[src/rtl/pt_walker.sv]
module pt_walker (
  input  logic        clk,
  input  logic        rst,
  input  logic        walk_en,
  input  logic [31:0] root_ptr,
  input  logic        miss_valid,
  output logic        miss_ready,
  input  logic [31:0] miss_vaddr,
  output logic        sw_refill,
  output logic        mem_req,
  output logic [31:0] mem_addr,
  input  logic        mem_rvalid,
  input  logic [31:0] mem_rdata,
  output logic        fill_valid,
  output logic [19:0] fill_vpn,
  output logic [19:0] fill_ppn,
  output logic        fault,
  output logic        fault_level
);
  localparam int OFF_W = 12;
  localparam int IDX_W = 10;
  localparam int PN_W  = 32 - OFF_W;

  typedef enum logic [2:0] {IDLE, L1_REQ, L1_WAIT, L2_REQ, L2_WAIT, FILL, FAULT} st_t;
  st_t st, st_nx;

  logic [PN_W-1:0] vpn_q, ppn_q;
  logic [31:0]     addr_q;
  logic            lvl_q;

  wire take    = (st == IDLE) && miss_valid && walk_en;
  wire present = mem_rdata[0];
  wire unused_bits = ^{root_ptr[OFF_W-1:0], miss_vaddr[OFF_W-1:0], mem_rdata[OFF_W-1:1]};

  always_comb begin
    st_nx = st;
    case (st)
      IDLE:    if (take) st_nx = L1_REQ;
      L1_REQ:  st_nx = L1_WAIT;
      L1_WAIT: if (mem_rvalid) st_nx = present ? L2_REQ : FAULT;
      L2_REQ:  st_nx = L2_WAIT;
      L2_WAIT: if (mem_rvalid) st_nx = present ? FILL : FAULT;
      default: st_nx = IDLE;
    endcase
  end

  always_ff @(posedge clk) begin
    if (rst) begin
      st     <= IDLE;
      vpn_q  <= '0;
      ppn_q  <= '0;
      addr_q <= '0;
      lvl_q  <= 1'b0;
    end else begin
      st <= st_nx;
      if (take) begin
        vpn_q  <= miss_vaddr[31:OFF_W];
        addr_q <= {root_ptr[31:OFF_W], miss_vaddr[31:32-IDX_W], 2'b00};
      end
      if (st == L1_WAIT && mem_rvalid) begin
        lvl_q  <= 1'b0;
        addr_q <= {mem_rdata[31:OFF_W], vpn_q[IDX_W-1:0], 2'b00};
      end
      if (st == L2_WAIT && mem_rvalid) begin
        lvl_q <= 1'b1;
        ppn_q <= mem_rdata[31:OFF_W];
      end
    end
  end

  assign miss_ready  = (st == IDLE);
  assign sw_refill   = (st == IDLE) && miss_valid && !walk_en;
  assign mem_req     = (st == L1_REQ) || (st == L2_REQ);
  assign mem_addr    = addr_q;
  assign fill_valid  = (st == FILL);
  assign fill_vpn    = vpn_q;
  assign fill_ppn    = ppn_q;
  assign fault       = (st == FAULT);
  assign fault_level = lvl_q;
endmodule

[config.mk]
export PLATFORM = sky130hd
export DESIGN_NAME = pt_walker
export DESIGN_NICKNAME = d
export VERILOG_FILES = /design/src/rtl/pt_walker.sv
export SDC_FILE = /design/constraint.sdc
export NUM_CORES = 1
export LEC_CHECK = 0
export CORE_UTILIZATION = 40
export DETAILED_ROUTE_END_ITERATION = 8
export GPL_TIMING_DRIVEN = 0
export PLACE_DENSITY = 0.84
export SLEW_MARGIN = 20
export SYNTH_ARGS = -nofsm -noshare
export SYNTH_HDL_FRONTEND = slang
export SYNTH_SLANG_ARGS = --single-unit
[constraint.sdc]
create_clock -name clk -period 3 [get_ports clk]
set_input_delay 0.45 -clock clk [delete_from_list [all_inputs] [get_ports clk]]
set_output_delay 0.45 -clock clk [all_outputs]
set_load 0.02 [all_outputs]
==> summary.txt <==
Routing
  – DRC: 0
  – DR iter-0 viols: roughly 180
  – Final WL: 10500 um
  – DRT antenna net count: 0
  – Routed vias: 3498
  – DR vias/cell: roughly 5.5
  – Drt pass-1 iters: 4
  – DR WL/cell: 16.7 um

Timing
  – Final Hold Fails: 0
  – Worst-margin pin slew: 0.589 ns
  – RSZ-0062 raised after global routing: false
  – Max Transition Viols Final: 0
  – Clock skew: 0.00645 ns
  – Final setup vio count: 0
  – F_max: 397 MHz
  – Final period util: a little over four fifths
  – Slew Limit Headroom: about three fifths
  – Setup TNS: 0 ns
  – Post-route minimum period: 2.52 ns

Yosys
  – Post-synth EDFFs: 0
  – Async set-reset flop share out of synthesis: 0%
  – Commonest cells post-synth: 74 x dfxtp_1, 51 x nand2_1, 42 x a21oi_1, 40 x nand3_1, 29 x o21ai_0
  – Ys Warns: 0
  – Synth cell types: 31
  – Syn avg cell area: 8.25 um^2
  – Post-synthesis cell type with the largest combined area: dfxtp_1
  – Most frequent cell after synthesis: dfxtp_1
  – Top_reg_cell synth: dfxtp_1
  – Largest cells by area after synthesis: dfxtp_1 48%, a21oi_1 6.8%, nand3_1 6.5%
  – Cell count after synthesis: 376
  – Top-area cell type share of the netlist area: 47.7%
  – Flops & latches, synth: 74
  – Seq/Total Area, Yosys: between 40 and 50%
  – Synthesized area: 3100 um^2

Worst setup path
  – Reg2reg path depth: 5
  – Crit path max fanout: 10
  – Worst setup EP type: output port
  – Reg-to-Reg Start: st[1]
  – Startpoint Class: primary input
  – Reg2reg end: mem_addr[30]
  – Reg-to-reg slack, setup: about 1.2 ns
  – CP Class: in2out
  – Worst EP arrival: 2.07 ns
  – Crit path required time: 2.55 ns

GRT
  – Global-route wire length before repair: 16700 um
  – Initial antenna violation count: 0
  – Grt ovf: 0
  – Number of global-route vias before repair: between 3k and 4k
  – Largest net degree at the start of global routing: 14
  – Global Route Usage Sum: 25.7%

Worst hold path
  – Worst Hold Depth: 2
  – Hold Path Class: reg2reg
  – Hold wc startpoint: fill_ppn[18]
  – Hold path endpoint: fill_ppn[18]

Clock tree
  – Clk_lat worst skew: ~0.34 ns
  – H-Tree Depth: 3
  – Clock Path Buffers: 2
  – Root Buffer: clkbuf_8
  – Clk sinks: 74
  – CTS tree: built
  – Clock-pin transition on the worst setup and hold timing paths: 0.08 ns
  – Num CTS Buffers: 9
  – Setup bufs post-CTS: 0

Cells and area
  – Fraction of layout cells with a size suffix above 1: 6.58%
  – Post-layout nets: 628
  – Layout area overhead: 55.6%
  – Filler Cell Count: 634
  – # diodes: 0

Die
  – IO Pins: 179
  – Chip height: roughly 90 um
  – Chip width: 90.1 um
  – Core area: 7370 um^2
  – Die Area: 8110 um^2
  – Initial Utilization: 42.1%
  – FP Rows: 31

Pwr
  – Pwr Total: 2.32 mW
  – VDD IR max: 225 uV
  – PD cells: slightly below 500 nW/um^2
  – Leak: 1.64 nW

Run
  – Maxcap violations: 0

Place
  – Gpl congestion: slightly below 0.8
  – Post-DP HPWL: 7660 um
  – Buffers on Ports: 139

Status
  – Status: finished, final reports clean
where the power goes:
part           switching, mW  internal, mW  total (mW)  leakage [nW]
Clock                  0.385         0.407       0.791        0.0945
Sequential            0.0308          1.03        1.06         0.602
Combinational          0.243         0.229       0.472         0.942
layer usage:
metal	track usage [%]	wire length [um]	vias up
li1	-	-	1643
met1	31.1	4310	1678
met2	42.6	5100	163
met3	7.53	966	14
met4	10.9	151	0
met5	0	0	-
timing repair:
| item | 4_1_cts | 5_1_grt |
|---|---|---|
| gates resized for setup | 0 | 1 |
| hold buffers | 0 | 0 |
| endpoints found under the setup margin | 0 | 1 |
flip-flops by register name, indices dropped and copies added, names as in the netlist:
name and count:
mem_addr 30, fill_ppn 20, fill_vpn 20, st 3
fault_level 1
cell usage in the layout (no fill, tap or decap), types with 20 or more instances in the layout:
cell type	Yosys	routed
nor2_1	23	23
clkdlybuf4s50_1	0	138
nand2_1	51	51
a21oi_1	42	42
dfxtp_1	74	74
nand3_1	40	40
clkbuf_1	27	27
o21ai_0	29	29
a311oi_1	20	20
through the flow:
stage	setup WS, ns	instance area [um^2]	hold slack (ns)	std cells	util (%)
finish	0.482	4830	0.457	631	65.5
global route	0.370	4830	0.478	631	65.5
CTS	0.0756	4830	0.458	631	65.5
detailed placement	0.0889	4620	0.447	615	62.7
global placement	0.0959	4620	0.442	615	62.7
floorplan	1.09	3110	0.535	377	-
kinds of logic (layout without fill, tap and decap cells):
logic type / after synthesis / after routing / synth area share [%]
flops: 74 / 74 / 47.7
other cells: 1 / 2 / 0.121
compound gates: 126 / 126 / 24.3
buf+inv: 46 / 201 / 7.78
simple gates: 127 / 127 / 19.5
xor+xnor: 2 / 2 / 0.565
layout make-up:
type | instances | area, um^2 | area share [%]
Timing Repair Buffer | 139 | 1390 | 28.9
Clock buffer | 10 | 138 | 2.85
Clock inverter | 6 | 66.3 | 1.37
Buffer | 44 | 234 | 4.85
Tap cell | 99 | 124 | 2.57
Sequential cell | 74 | 1480 | 30.7
Inverter | 2 | 7.51 | 0.155
Multi-Input combinational cell | 257 | 1380 | 28.7
critical path: stages:
cell and delay (ns):
clkdlybuf4s50_1 0.49, or4b_1 0.43, buf_2 0.19, clkbuf_2 0.18, nor2_1 0.10, dlymetal6s2s_1 0.23
worst max path at each step:
| stage | startpoint | endpoint | slack [ns] | cells after the start |
|---|---|---|---|---|
| floorplan | miss_valid | sw_refill | 1.09 | 4 |
| finish | miss_valid | sw_refill | 0.48 | 6 |
| detailed placement | miss_valid | sw_refill | 0.09 | 6 |
| global placement | miss_valid | sw_refill | 0.1 | 6 |
| CTS | miss_valid | sw_refill | 0.08 | 6 |
| global route | st[0] | fill_valid | 0.37 | 3 |
Power figures use the tool's default switching activity.
